$ cat src/rtl/sg_dma_pkg.sv
package sg_dma_pkg;
  typedef enum logic [2:0] {
    W_IDLE, W_F0, W_F1, W_F2, W_CHK, W_RD, W_WR
  } walk_st_e;

  localparam logic [2:0] REG_CTRL = 3'd0;
  localparam logic [2:0] REG_STAT = 3'd1;
  localparam logic [2:0] REG_RPTR = 3'd2;
  localparam logic [2:0] REG_WPTR = 3'd3;
  localparam logic [2:0] REG_EN   = 3'd4;

  localparam int unsigned CMD_CANCEL = 0;
  localparam int unsigned CMD_RD     = 1;
  localparam int unsigned CMD_WR     = 2;
  localparam int unsigned CMD_STOP   = 4;

  localparam int unsigned N_DIR = 2;  // 0 = read, 1 = write
endpackage

$ cat src/rtl/sg_dma_cnt_chk.sv
module sg_dma_cnt_chk #(
  parameter int unsigned CNT_W     = 16,
  parameter int unsigned GRAN_LOG2 = 8
) (
  input  logic [CNT_W-1:0] cnt_i,
  output logic             cnt_ok_o
);
  logic nonzero, aligned;
  assign nonzero  = |cnt_i;
  assign aligned  = ~|cnt_i[GRAN_LOG2-1:0];
  assign cnt_ok_o = nonzero & aligned;
endmodule

$ cat src/rtl/sg_dma_walker.sv
module sg_dma_walker
  import sg_dma_pkg::*;
#(
  parameter int unsigned ADDR_W    = 32,
  parameter int unsigned DATA_W    = 32,
  parameter int unsigned CNT_W     = 16,
  parameter int unsigned GRAN_LOG2 = 8,
  parameter int unsigned LAST_BIT  = 31
) (
  input  logic              clk_i,
  input  logic              rst_ni,
  input  logic              start_i,
  input  logic              start_dir_i,
  input  logic [ADDR_W-1:0] list_ptr_i,
  input  logic              halt_i,
  output logic              mem_req_o,
  output logic              mem_we_o,
  output logic [ADDR_W-1:0] mem_addr_o,
  output logic [DATA_W-1:0] mem_wdata_o,
  input  logic              mem_ack_i,
  input  logic              mem_err_i,
  input  logic [DATA_W-1:0] mem_rdata_i,
  output logic              busy_o,
  output logic              dir_o,
  output logic              done_o,
  output logic              list_err_o,
  output logic              bus_err_o
);
  localparam int unsigned BYTES_W = DATA_W / 8;
  localparam int unsigned STRIDE  = 3 * BYTES_W;
  localparam logic [ADDR_W-1:0] A_STEP = ADDR_W'(BYTES_W);
  localparam logic [CNT_W-1:0]  C_STEP = CNT_W'(BYTES_W);

  walk_st_e          state_q;
  logic [ADDR_W-1:0] desc_q, src_q, dst_q;
  logic [CNT_W-1:0]  cnt_q, remain_q;
  logic              last_q, dir_q;
  logic [DATA_W-1:0] data_q;
  logic              cnt_ok, fire, ok, last_word;

  sg_dma_cnt_chk #(.CNT_W(CNT_W), .GRAN_LOG2(GRAN_LOG2)) u_cnt_chk (
    .cnt_i   (cnt_q),
    .cnt_ok_o(cnt_ok)
  );

  always_comb begin
    mem_req_o  = 1'b0;
    mem_we_o   = 1'b0;
    mem_addr_o = '0;
    unique case (state_q)
      W_F0: begin mem_req_o = 1'b1; mem_addr_o = desc_q; end
      W_F1: begin mem_req_o = 1'b1; mem_addr_o = desc_q + A_STEP; end
      W_F2: begin mem_req_o = 1'b1; mem_addr_o = desc_q + 2 * A_STEP; end
      W_RD: begin mem_req_o = 1'b1; mem_addr_o = src_q; end
      W_WR: begin mem_req_o = 1'b1; mem_we_o = 1'b1; mem_addr_o = dst_q; end
      default: ;
    endcase
  end
  assign mem_wdata_o = data_q;

  assign fire       = mem_req_o & mem_ack_i;
  assign ok         = fire & ~mem_err_i;
  assign last_word  = (remain_q == C_STEP);
  assign busy_o     = (state_q != W_IDLE);
  assign dir_o      = dir_q;
  assign bus_err_o  = fire & mem_err_i & ~halt_i;
  assign list_err_o = (state_q == W_CHK) & ~cnt_ok & ~halt_i;
  assign done_o     = (state_q == W_WR) & ok & last_word & last_q & ~halt_i;

  always_ff @(posedge clk_i or negedge rst_ni) begin
    if (!rst_ni) begin
      state_q  <= W_IDLE;
      desc_q   <= '0;
      src_q    <= '0;
      dst_q    <= '0;
      cnt_q    <= '0;
      remain_q <= '0;
      last_q   <= 1'b0;
      dir_q    <= 1'b0;
      data_q   <= '0;
    end else if (halt_i) begin
      state_q <= W_IDLE;
    end else begin
      unique case (state_q)
        W_IDLE: if (start_i) begin
          desc_q  <= list_ptr_i;
          dir_q   <= start_dir_i;
          state_q <= W_F0;
        end
        W_F0: if (fire) begin
          src_q   <= mem_rdata_i;
          state_q <= mem_err_i ? W_IDLE : W_F1;
        end
        W_F1: if (fire) begin
          dst_q   <= mem_rdata_i;
          state_q <= mem_err_i ? W_IDLE : W_F2;
        end
        W_F2: if (fire) begin
          cnt_q   <= mem_rdata_i[CNT_W-1:0];
          last_q  <= mem_rdata_i[LAST_BIT];
          state_q <= mem_err_i ? W_IDLE : W_CHK;
        end
        W_CHK: begin
          remain_q <= cnt_q;
          state_q  <= cnt_ok ? W_RD : W_IDLE;
        end
        W_RD: if (fire) begin
          data_q  <= mem_rdata_i;
          state_q <= mem_err_i ? W_IDLE : W_WR;
        end
        W_WR: if (fire) begin
          if (mem_err_i) begin
            state_q <= W_IDLE;
          end else begin
            src_q    <= src_q + A_STEP;
            dst_q    <= dst_q + A_STEP;
            remain_q <= remain_q - C_STEP;
            if (!last_word)  state_q <= W_RD;
            else if (last_q) state_q <= W_IDLE;
            else begin
              desc_q  <= desc_q + ADDR_W'(STRIDE);
              state_q <= W_F0;
            end
          end
        end
        default: state_q <= W_IDLE;
      endcase
    end
  end

  // descriptor and data accesses stay word aligned
  a_r2_fetch_aligned: assert property (@(posedge clk_i) disable iff (!rst_ni)
    mem_req_o |-> (mem_addr_o[1:0] == 2'b00));

  // data phase only entered after a count that passed the check
  a_r5_count_checked: assert property (@(posedge clk_i) disable iff (!rst_ni)
    (state_q == W_RD && $past(state_q) == W_CHK) |-> cnt_ok);

  // accepted start makes the engine busy in the requested direction
  a_r6_start_busy: assert property (@(posedge clk_i) disable iff (!rst_ni)
    (state_q == W_IDLE && start_i && !halt_i) |=> (busy_o && dir_o == $past(start_dir_i)));

  // no access in the cycle after a stop or cancel
  a_r8_halt_quiet: assert property (@(posedge clk_i) disable iff (!rst_ni)
    $past(halt_i) |-> !mem_req_o);
endmodule

$ cat src/rtl/sg_dma_regs.sv
module sg_dma_regs
  import sg_dma_pkg::*;
#(
  parameter int unsigned ADDR_W = 32,
  parameter int unsigned DATA_W = 32,
  parameter int unsigned RA_W   = 3
) (
  input  logic              clk_i,
  input  logic              rst_ni,
  input  logic              reg_we_i,
  input  logic [RA_W-1:0]   reg_addr_i,
  input  logic [DATA_W-1:0] reg_wdata_i,
  output logic [DATA_W-1:0] reg_rdata_o,
  input  logic              busy_i,
  input  logic              dir_i,
  input  logic              done_i,
  input  logic              list_err_i,
  input  logic              bus_err_i,
  output logic              start_o,
  output logic              start_dir_o,
  output logic [ADDR_W-1:0] list_ptr_o,
  output logic              halt_o,
  output logic              irq_o
);
  logic [ADDR_W-1:0] ptr_q [N_DIR];
  logic [N_DIR-1:0]  en_q;
  logic [N_DIR-1:0]  bus_err_q;
  logic              list_err_q, irq_q;
  logic              ctrl_wr, cmd_cancel, cmd_rd, cmd_wr, cmd_stop;
  logic [4:0]        status;

  for (genvar d = 0; d < N_DIR; d++) begin : g_dir
    always_ff @(posedge clk_i or negedge rst_ni) begin
      if (!rst_ni) begin
        ptr_q[d]     <= '0;
        en_q[d]      <= 1'b0;
        bus_err_q[d] <= 1'b0;
      end else begin
        if (reg_we_i && reg_addr_i == RA_W'(REG_RPTR + d)) ptr_q[d] <= reg_wdata_i[ADDR_W-1:0];
        if (reg_we_i && reg_addr_i == RA_W'(REG_EN))       en_q[d]  <= reg_wdata_i[d];
        if (ctrl_wr && cmd_cancel)                         bus_err_q[d] <= 1'b0;
        else if (bus_err_i && dir_i == 1'(d))              bus_err_q[d] <= 1'b1;
      end
    end
  end

  assign ctrl_wr    = reg_we_i && reg_addr_i == RA_W'(REG_CTRL);
  assign cmd_cancel = reg_wdata_i == DATA_W'(CMD_CANCEL);
  assign cmd_rd     = reg_wdata_i == DATA_W'(CMD_RD);
  assign cmd_wr     = reg_wdata_i == DATA_W'(CMD_WR);
  assign cmd_stop   = reg_wdata_i == DATA_W'(CMD_STOP);

  assign start_o     = ctrl_wr && !busy_i && ((cmd_rd && en_q[0]) || (cmd_wr && en_q[1]));
  assign start_dir_o = cmd_wr;
  assign list_ptr_o  = cmd_wr ? ptr_q[1] : ptr_q[0];
  assign halt_o      = ctrl_wr && (cmd_cancel || cmd_stop);
  assign irq_o       = irq_q;

  always_ff @(posedge clk_i or negedge rst_ni) begin
    if (!rst_ni) begin
      list_err_q <= 1'b0;
      irq_q      <= 1'b0;
    end else begin
      irq_q <= done_i | list_err_i | bus_err_i;
      if (ctrl_wr && cmd_cancel) list_err_q <= 1'b0;
      else if (list_err_i)       list_err_q <= 1'b1;
    end
  end

  assign status = {list_err_q, bus_err_q[1], bus_err_q[0], busy_i & dir_i, busy_i & ~dir_i};

  always_comb begin
    unique case (reg_addr_i)
      RA_W'(REG_STAT): reg_rdata_o = DATA_W'(status);
      RA_W'(REG_RPTR): reg_rdata_o = DATA_W'(ptr_q[0]);
      RA_W'(REG_WPTR): reg_rdata_o = DATA_W'(ptr_q[1]);
      RA_W'(REG_EN):   reg_rdata_o = DATA_W'(en_q);
      default:         reg_rdata_o = '0;
    endcase
  end

  // interrupt only while idle, and only one cycle wide
  a_r4_irq_idle: assert property (@(posedge clk_i) disable iff (!rst_ni)
    irq_o |-> !busy_i);
  a_r4_irq_single: assert property (@(posedge clk_i) disable iff (!rst_ni)
    irq_o |=> !irq_o);

  // error bits fall only after a cancel
  a_r10_err_sticky: assert property (@(posedge clk_i) disable iff (!rst_ni)
    (|($past({list_err_q, bus_err_q}) & ~{list_err_q, bus_err_q})) |-> $past(ctrl_wr && cmd_cancel));
endmodule

$ cat src/rtl/sg_dma_engine.sv
module sg_dma_engine #(
  parameter int unsigned ADDR_W    = 32,
  parameter int unsigned DATA_W    = 32,
  parameter int unsigned CNT_W     = 16,
  parameter int unsigned GRAN_LOG2 = 8,
  parameter int unsigned LAST_BIT  = 31,
  parameter int unsigned RA_W      = 3
) (
  input  logic              clk_i,
  input  logic              rst_ni,
  input  logic              reg_we_i,
  input  logic [RA_W-1:0]   reg_addr_i,
  input  logic [DATA_W-1:0] reg_wdata_i,
  output logic [DATA_W-1:0] reg_rdata_o,
  output logic              mem_req_o,
  output logic              mem_we_o,
  output logic [ADDR_W-1:0] mem_addr_o,
  output logic [DATA_W-1:0] mem_wdata_o,
  input  logic              mem_ack_i,
  input  logic              mem_err_i,
  input  logic [DATA_W-1:0] mem_rdata_i,
  output logic              irq_o
);
  logic              start, start_dir, halt, busy, dir, done, list_err, bus_err;
  logic [ADDR_W-1:0] list_ptr;

  sg_dma_regs #(.ADDR_W(ADDR_W), .DATA_W(DATA_W), .RA_W(RA_W)) u_regs (
    .clk_i, .rst_ni, .reg_we_i, .reg_addr_i, .reg_wdata_i, .reg_rdata_o,
    .busy_i(busy), .dir_i(dir), .done_i(done), .list_err_i(list_err), .bus_err_i(bus_err),
    .start_o(start), .start_dir_o(start_dir), .list_ptr_o(list_ptr), .halt_o(halt), .irq_o
  );

  sg_dma_walker #(
    .ADDR_W(ADDR_W), .DATA_W(DATA_W), .CNT_W(CNT_W), .GRAN_LOG2(GRAN_LOG2), .LAST_BIT(LAST_BIT)
  ) u_walker (
    .clk_i, .rst_ni, .start_i(start), .start_dir_i(start_dir), .list_ptr_i(list_ptr), .halt_i(halt),
    .mem_req_o, .mem_we_o, .mem_addr_o, .mem_wdata_o, .mem_ack_i, .mem_err_i, .mem_rdata_i,
    .busy_o(busy), .dir_o(dir), .done_o(done), .list_err_o(list_err), .bus_err_o(bus_err)
  );
endmodule

$ cat config.mk
export PLATFORM = sky130hd
export DESIGN_NAME = sg_dma_engine
export DESIGN_NICKNAME = d
export VERILOG_FILES = /design/src/rtl/sg_dma_pkg.sv /design/src/rtl/sg_dma_cnt_chk.sv /design/src/rtl/sg_dma_walker.sv /design/src/rtl/sg_dma_regs.sv /design/src/rtl/sg_dma_engine.sv
export SDC_FILE = /design/constraint.sdc
export NUM_CORES = 1
export LEC_CHECK = 0
export BUFFER_PORTS_ARGS = -buffer_cell sky130_fd_sc_hd__buf_2
export CAP_MARGIN = 20
export CORE_UTILIZATION = 50
export CTS_BUF_LIST = sky130_fd_sc_hd__clkbuf_8
export CTS_CLUSTER_DIAMETER = 50
export DETAILED_ROUTE_END_ITERATION = 10
export MAX_ROUTING_LAYER = met4
export PLACE_DENSITY = 0.73
export SLEW_MARGIN = 0
export SYNTH_ARGS = -nofsm -noshare
export SYNTH_HDL_FRONTEND = slang
export SYNTH_HIERARCHICAL = 1
export SYNTH_SLANG_ARGS = --single-unit
$ cat constraint.sdc
create_clock -name clk_i -period 3.2 [get_ports clk_i]
set_clock_uncertainty 0.05 [all_clocks]
set_input_delay 0.64 -clock clk_i [delete_from_list [all_inputs] [get_ports clk_i]]
set_output_delay 0.64 -clock clk_i [all_outputs]
set_load 0.03 [all_outputs]
==> results.txt, run 1 <==
- The run finished with clean final reports.
- In this run the tool buffered the top-level ports with 170 buffer cells.
* Number of placed I/O pins: 171
* R2R Setup Slk: 400 ps
- Data arrives at the worst endpoint at 2500 ps.
- Peak ir drop on the vdd network: 296.1 uV
* Flops & latches, synth: 235
- Die span in x: 172.2 um
- Measured against the total synthesized area, the mux share comes to 0.1387.
* WL final: 47990 um
* Number of synthesized flops with an enable pin: 0
- Cell types with the highest counts after synthesis: sky130_fd_sc_hd__dfrtp_1, sky130_fd_sc_hd__a21oi_1, sky130_fd_sc_hd__mux2_2
- Clock-pin slew was measured on the worst setup and hold paths at 60 ps.
- For this run, the detailed router's first-pass iteration total came to 9.
* Root cell of the clock tree: sky130_fd_sc_hd__clkbuf_8
* Number of remaining DRC errors: 0
- The min-delay analysis places its worst path in the category primary input to asynchronous set/reset pin.
- After floorplanning, the core was divided into 61 placement rows.
- Vias in the first global route: 13283
- The core region is 28160 um^2.
- After synthesis, the netlist uses 84 different library cells.
- Once detail routing completed, the nets flagged for antenna violations numbered 0.
- Die height: 172.2 um
- During synthesis, Yosys emitted a total of 6 warnings.
- Cell-by-cell listing of the critical path: buf_4 > nand3_2 > o31ai_4 > a21oi_1 > a2111oi_1 > a21oi_1 > buf_2
- In the synthesized netlist the async set-or-reset flop fraction comes to 1.000.
- First-pass GRT wire length: 73600 um
* Endpoint of the lowest-slack register-to-register path: u_walker/dst_q[26]
- For this design, the CTS-stage hold fixing added 0 buffers.
- Library cell contributing the largest single delay on the critical path: sky130_fd_sc_hd__dfrtp_2
- Average instance area after synthesis: 9.385 um^2
- Dividing the final minimum period by the clock period gives 0.9972.
- Hold timing on the final database bottoms out at a slack of 22.51 ps.
- For this run, the top clock speed supported by timing is 0.3134 GHz.
* Net count after synthesis: 1623
* Number of sinks driven by the clock tree: 235
* Area growth from synthesis to layout: 23.66%
* CTS tree: yes
- GRT Residual Overflow: 0
- Setup violations remaining at the end of the flow were counted as 0.
- Most frequent cell on the critical path: sky130_fd_sc_hd__a21oi_1
* Pin slew with the least headroom to its limit: 1121 ps
* Type of the worst setup path: flip-flop to output pin
* Final Max Slew Viols: 0
- Type of origin of the critical path: flip-flop
- After synthesis the cells add up to 14480 um^2.
- Per-cell routed wire length: 21.79 um
- Final-report hold violation count: 0
* Worst Path Required: 2510 ps
* XOR/XNOR Fraction of Synth Area: 0.01028
- For this run, the register share of the synthesized area comes to 0.4061.
- In the final layout, the share of cells above drive strength 1 is 0.3529.
- Entering global routing, the biggest net connects 87 pins.
* Area share of fa/ha/maj cells after synthesis: 0.006912
- Worst setup path end: mem_addr_o[22]
- The worst setup path is captured at an output pin.
- Counting the buffers created by CTS gives 43.
- Tot GR Track Use: 0.3276
* Die Footprint: 29650 um^2
* Power density relative to cell area: 427.2 nW/um^2
* Top flip-flop cell by instance count after synthesis: sky130_fd_sc_hd__dfrtp_1
- By area, the combinational part of the netlist is dominated by compound AO/OA/AOI/OAI gates.
- Summing over every cut layer, the via total after detailed routing is 14215.
* Synth Area in Simple Gates: 0.1824
- Leading cell types by total area after synthesis: sky130_fd_sc_hd__dfrtp_1, sky130_fd_sc_hd__mux2_2, sky130_fd_sc_hd__a21oi_1
- Min Tclk post-route: 3191 ps
* Fraction of the mapped netlist area in compound gates: 0.2103
- Core utilization of the finished layout: 0.6359
- Biggest fanout along the worst timing path: 10
* Max-slew headroom at the worst pin: 0.2468
* Initial antenna violation count: 2
- For the worst-skew pair, the clock arrives at the later sink with an insertion delay of 550 ps.
- For this block, the initial DRC count from the detailed router was 1743.
* Buffer depth of the longest clock path: 3
- For the worst flop-to-flop path, the logic depth is 6.
- Using the TritonRoute via totals, the vias-per-cell ratio works out to 6.455.
- Share of the synthesized area in the top cell type: 0.4061
- Top-count cell post-synth: sky130_fd_sc_hd__dfrtp_1
- In the synthesized netlist, the number of instances is 1543.
- Cell accounting for the most synthesized area: sky130_fd_sc_hd__dfrtp_1
- The startpoint identified for the worst register-to-register timing path is u_walker/state_q[0].
- Max Cap Violations: 0
- In this run the number of H-tree levels came out at 2.
- Final RePlAce weighted congestion: 0.9479
- The largest single stage delay on the critical path is 460 ps.
- Summed over all nets, the half-perimeter wirelength after detailed placement is 33300 um.
- Final-stage net count: 1871
- The initial utilization of the core area, before any placement, comes to 0.5142.
* Unrepaired setup endpoints after global routing: true
- Leak pwr: 8.022 nW
- Origin of the worst setup path: u_walker/desc_q[5]
[report_power, final]
part           total [W]  switching (W)  leakage [nW]  internal (W)
clock            0.00287        0.00129         0.507       0.00158
sequential       0.00370       0.000367          3.00       0.00333
combinational    0.00108       0.000521          4.52      0.000562
[placed cells by master, fill, tap and decap left out, types with 27 or more instances in the layout]
cell | Yosys | routed
sky130_fd_sc_hd__mux2_2 | 125 | 125
sky130_fd_sc_hd__nand3_1 | 68 | 59
sky130_fd_sc_hd__o21ai_0 | 70 | 66
sky130_fd_sc_hd__o22a_1 | 31 | 31
sky130_fd_sc_hd__nand4_1 | 41 | 41
sky130_fd_sc_hd__o22ai_1 | 28 | 28
sky130_fd_sc_hd__dfrtp_1 | 235 | 217
sky130_fd_sc_hd__mux2_4 | 30 | 30
sky130_fd_sc_hd__nor2_1 | 115 | 110
sky130_fd_sc_hd__a21oi_1 | 128 | 127
sky130_fd_sc_hd__buf_4 | 4 | 147
sky130_fd_sc_hd__buf_2 | 22 | 157
sky130_fd_sc_hd__nor3_1 | 34 | 27
sky130_fd_sc_hd__a22o_1 | 35 | 35
sky130_fd_sc_hd__inv_1 | 15 | 31
sky130_fd_sc_hd__clkbuf_8 | 0 | 53
sky130_fd_sc_hd__nand2_1 | 122 | 120
[cell type report]
type / count / area [um^2]
diodes: 2 / 5.005
clock buffers: 53 / 729.5
clock inverters: 23 / 130.1
fillers: 2323 / 10250
inverters: 18 / 98.84
multi-input cells: 1163 / 8247
flip-flops and latches: 235 / 5903
well taps: 378 / 473.0
repair buffers: 327 / 2296
repair inverters: 3 / 26.28
[how the worst min path moves through the flow]
stage	slack, ps	startpoint	depth (start not counted)	to
2_1_floorplan	290	rst_ni	0	u_regs/bus_err_q[0]
3_3_place_gp	430	u_walker/remain_q[1]	2	u_walker/remain_q[1]
3_5_place_dp	430	u_walker/remain_q[0]	2	u_walker/remain_q[0]
4_1_cts	40	rst_ni	1	u_regs/ptr_q[42]
5_1_grt	60	rst_ni	1	u_regs/ptr_q[10]
6_report	20	rst_ni	1	u_regs/en_q[0]
[metrics by stage]
step	cells	cell area, um^2	power, W	TNS, ps	setup slack, ps
finish	2202	17910	0.007651	0	9.097
global route	2202	17910	0.007972	-392.5	-158.7
CTS	2173	17470	0.007688	-2.734	-2.734
detailed placement	2085	16330	0.004821	-6864	-232.5
global placement	2085	16330	0.004770	-3221	-154.8
floorplan	1543	14490	0.004372	0	13.10
[cells by family after synthesis]
kind of cell	count (synthesis)
AO/OA/AOI/OAI	452
XOR/XNOR	17
adder cells (fa/ha/maj)	8
buffers and inverters	145
flip-flops	235
multiplexers	170
AND/OR/NAND/NOR	516
[sequential cells by signal (all words and copies together) (netlist names), 3 cells and up]
signal                flops
u_walker/mem_wdata_o     32
u_walker/state_q          3
u_walker/src_q           32
u_regs/ptr_q             64
u_walker/cnt_q           16
u_walker/remain_q        16
u_walker/desc_q          32
u_walker/dst_q           32
[what timing repair did]
item | 4_1_cts | 5_1_grt
resized for setup | 57 | 57
pin swaps | 2 | 9
setup buffers | 12 | 23
cloned | 0 | 4
setup endpoints to repair | 25 | 22
[per-layer routing]
layer	share of wire	GRT usage
met2	0.47	0.5124
met3	0.086	0.05241
met4	0.037	0.1093
met5	0	-
met1	0.41	0.4336
[critical path, delay by kind of cell (launching register included)]
family,cells,cell delay (ps)
flops,1,460
buf+inv,2,380
compound gates,4,950
simple gates,1,170
(Power assumes the default switching activity.)
==> run 2, diff against run 1 <==
- CELL_PAD_IN_SITES_DETAIL_PLACEMENT: unset -> 1
- CELL_PAD_IN_SITES_GLOBAL_PLACEMENT: unset -> 2
- CORE_UTILIZATION: 50 -> 38
- PLACE_DENSITY: 0.73 -> 0.85
- SYNTH_HIERARCHICAL: 1 -> unset
- clock period: 3.2 -> 3.15 ns (I/O delays scaled with it)
==> run 2 against run 1 <==
Against the previous run: the run now ends with setup timing left; register-to-register slack worse by 260 ps; global-route usage fell by 3.9 points; cell area increased by 6.3%; die area up 32%; synthesized cell count increased by 0.65%; first-iteration DRC count shrank 46%; clock power is 9.1% higher; synthesized area up 0.36%; setup slack got worse by 200 ps; critical path type unchanged; critical endpoint is now mem_addr_o[27]; largest power group is now combinational cells; highest routed layer unchanged.
==> results.txt, run 2 <==
* Pre-CTS setup slack: -75.73 ps
* Syn. warnings: 0
- In the final routed layout, each cell accounts on average for 23.75 um.
- H-tree levels: 2
* Core Area: 37670 um^2
* Unrepaired setup endpoints after global routing: true
- Using the TritonRoute via totals, the vias-per-cell ratio works out to 5.967.
- Final critical-path setup slack: -190.1 ps
* Row count: 71
- Cell Area, Placed: 16530 um^2
- The design draws 0.01400 W.
- The final reports fail on setup timing.
- Core utilization of the finished layout: 0.5052
* Type of destination of the critical path: output pin
* Type of origin of the critical path: flip-flop
* Vias after detailed routing: 14285
- In this run, CTS created clock tree buffers numbering 46.
- Timing would allow up to 0.2994 GHz.
- Once detail routing completed, the nets flagged for antenna violations numbered 0.
- Initial antenna violation count: 0
- Flops & latches, synth: 235
- Vias in the first global route: 14405
- Leak pwr: 8.332 nW
* Peak ir drop on the vdd network: 345.3 uV
- In this run the power density over the cells is 735.7 nW/um^2.
- At the later pin of the worst-skew pair, clock insertion delay measures 630 ps.
* First-pass GRT wire length: 84760 um
* Number of remaining DRC errors: 0
- After the last flow step, the layout net total stands at 1935.
- Data arrival time at the worst-slack endpoint: 2660 ps
* Cell types with the highest counts after synthesis: sky130_fd_sc_hd__dfrtp_1, sky130_fd_sc_hd__a21oi_1, sky130_fd_sc_hd__nand2_1
- The share of the Yosys chip area taken by registers is 0.4046.
- In this run the horizontal extent of the chip is 197.6 um.
* 1st-iter DRT viols: 939
- The clock passes through at most 3 buffers.
* Root cell of the clock tree: sky130_fd_sc_hd__clkbuf_8
- Share of layout cells above drive strength 1: 0.3836
* Multi-input gate area: 8697 um^2
- The tree built by TritonCTS fans out to 235 sinks.
* Final Instance Area: 19030 um^2
- In this run the count of I/O pins placed on the die edge is 171.
* Pin count of the biggest net entering global routing: 77
* WL final: 56850 um
- Final-report hold violation count: 0
* Clock Pin Slew Worst Setup and Hold Paths: 60 ps
- Reg with most FFs: u_regs.ptr_q
- The number of nets in the synthesized netlist is 1637.
- After layout, the minimum clock period comes to 3340 ps.
- Counting every instance in the synthesized netlist gives 1553.
- In the finished design, the share of the clock period the worst path needs comes to 1.060.
- Starting utilization of the core area: 0.3859
* Top flip-flop cell by instance count after synthesis: sky130_fd_sc_hd__dfrtp_1
- Buffers placed on the I/O ports in this run total 170.
- Total area of sequential cells: 5891 um^2
- Total of endpoints with negative setup slack in the final report: 23
* Leading cell types by total area after synthesis: sky130_fd_sc_hd__dfrtp_1, sky130_fd_sc_hd__mux2_2, sky130_fd_sc_hd__a21oi_1
- The run finished, with violations left.
* Final RePlAce weighted congestion: 0.9207
- In this run, synthesis inferred 0 flip-flops with an integrated enable.
* Biggest fanout along the worst timing path: 4
- Max-slew headroom at the worst pin: 0.4499
- CTS tree: yes
- Data on the critical path is required at its endpoint by 2470 ps.
- The synthesized netlist occupies a cell area of 14530 um^2.
- Area growth from synthesis to layout: 30.94%
- The number of max-slew violations in the final report is 0.
* Path type of the worst min-delay path: primary input to flip-flop
- The critical path in this run is classified as flip-flop to output pin.
- Across every metal layer, demand over resource in global routing totals 0.2882.
* Top-count cell post-synth: sky130_fd_sc_hd__dfrtp_1
* Cell accounting for the most synthesized area: sky130_fd_sc_hd__dfrtp_1
- Die Footprint: 39030 um^2
- Most frequent standard cell in the layout excluding fill and tap cells: sky130_fd_sc_hd__dfrtp_1
- Fill cells in the final layout number 4310.
- Die height: 197.6 um
- Average instance area after synthesis: 9.359 um^2
- Leading cell types in the layout, fill and taps excluded: sky130_fd_sc_hd__dfrtp_1, sky130_fd_sc_hd__buf_4, sky130_fd_sc_hd__a21oi_1
- GRT Residual Overflow: 0
- Yosys mapped the design onto 86 distinct sky130hd cell types.
- Post-synthesis async set-or-reset flop share: 1.000
* Number of flip-flops in the largest register: 64
* Dpl hpwl: 38810 um
- TNS Setup: -1799 ps
* DR pass1 iterations: 5
* Max Cap Violations: 0
- Of the post-synthesis cell area, the dominant cell type holds 0.4046.
- Pin slew with the least headroom to its limit: 818.8 ps
run 2: cell types whose count changed after synthesis, sizes merged, moves of 10 or more:
cell,delta
o21ai,+27
a32oi,-11
nand4,-14
inv,+12
a22oi,+10
mux2,-19
a21oi,+18
clkbuf,-13
run 2: cell families (layout without fill, tap and decap cells):
| kind of cell | Yosys count | in the layout | share of synthesized area |
|---|---|---|---|
| other | 0 | 1 | 0 |
| and+or+nand+nor | 481 | 481 | 0.1711 |
| muxes | 155 | 155 | 0.1288 |
| xor gates and xnor gates | 16 | 16 | 0.009642 |
| adders and majority gates | 12 | 12 | 0.01033 |
| AOI/OAI and AO/OA | 506 | 506 | 0.2273 |
| DFF | 235 | 235 | 0.4046 |
| buffers and inverters | 148 | 477 | 0.04829 |
run 2: what timing repair did:
action                                  in CTS  in global routing
gates cloned                                 1                  0
gates resized for setup                    167                111
endpoints found under the hold margin       60                  0
endpoints found under the setup margin      30                 35
setup buffers                               27                 44
pin swaps                                   44                 50
hold buffers                                 1                  0
run 2: cell type report:
class | count | share of cell area
Antenna cell | 1 | 0.0001315
Clock buffer | 54 | 0.03905
Clock inverter | 25 | 0.008744
Inverter | 29 | 0.006509
Multi-Input combinational cell | 1170 | 0.4570
Sequential cell | 235 | 0.3095
Tap cell | 511 | 0.03360
Timing Repair Buffer | 369 | 0.1454
run 2: per-layer routing:
metal	vias up	part of all wire	global-route usage
met3	135	0.048	0.03517
met1	7255	0.44	0.3776
met2	439	0.48	0.4519
met5	-	0	-
met4	0	0.037	0.1169
li1	6456	-	-
run 2: per-stage QoR:
step,hold WS (ps),cells
2_1_floorplan,284.4,1553
3_3_place_gp,436.0,2245
3_5_place_dp,441.5,2245
4_1_cts,158.9,2353
5_1_grt,190.1,2393
6_report,191.7,2394
run 2: path summary, 6_finish.rpt:
| check | start | cells past startpoint | slack (ps) | end |
|---|---|---|---|---|
| worst max-delay path | u_walker.desc_q[17] | 7 | -190 | mem_addr_o[27] |
| worst min-delay path | mem_rdata_i[20] | 2 | 190 | u_walker.mem_wdata_o[20] |
| worst max register to register | u_walker.state_q[0] | 10 | 140 | u_walker.state_q[2] |
| worst min register to register | u_walker.mem_wdata_o[31] | 1 | 450 | u_walker.mem_wdata_o[31] |
| max in group asynchronous | rst_ni | 3 | 1640 | u_walker.desc_q[3] |
| min in group asynchronous | rst_ni | 2 | 490 | u_walker.mem_wdata_o[10] |
run 2: worst max-delay path: stages (launching register included):
cell	delay (ps)
sky130_fd_sc_hd__dfrtp_1	410
sky130_fd_sc_hd__buf_6	140
sky130_fd_sc_hd__nand4_1	210
sky130_fd_sc_hd__or3_4	500
sky130_fd_sc_hd__or3_4	340
sky130_fd_sc_hd__a21oi_2	150
sky130_fd_sc_hd__o221ai_2	130
sky130_fd_sc_hd__buf_6	160
run 2: report_power, final:
part / total, W / switching, W / internal [W]
Clock: 0.00313 / 0.00141 / 0.00172
Sequential: 0.00521 / 0.00115 / 0.00406
Combinational: 0.00566 / 0.00319 / 0.00246
Total: 0.0140 / 0.00576 / 0.00825
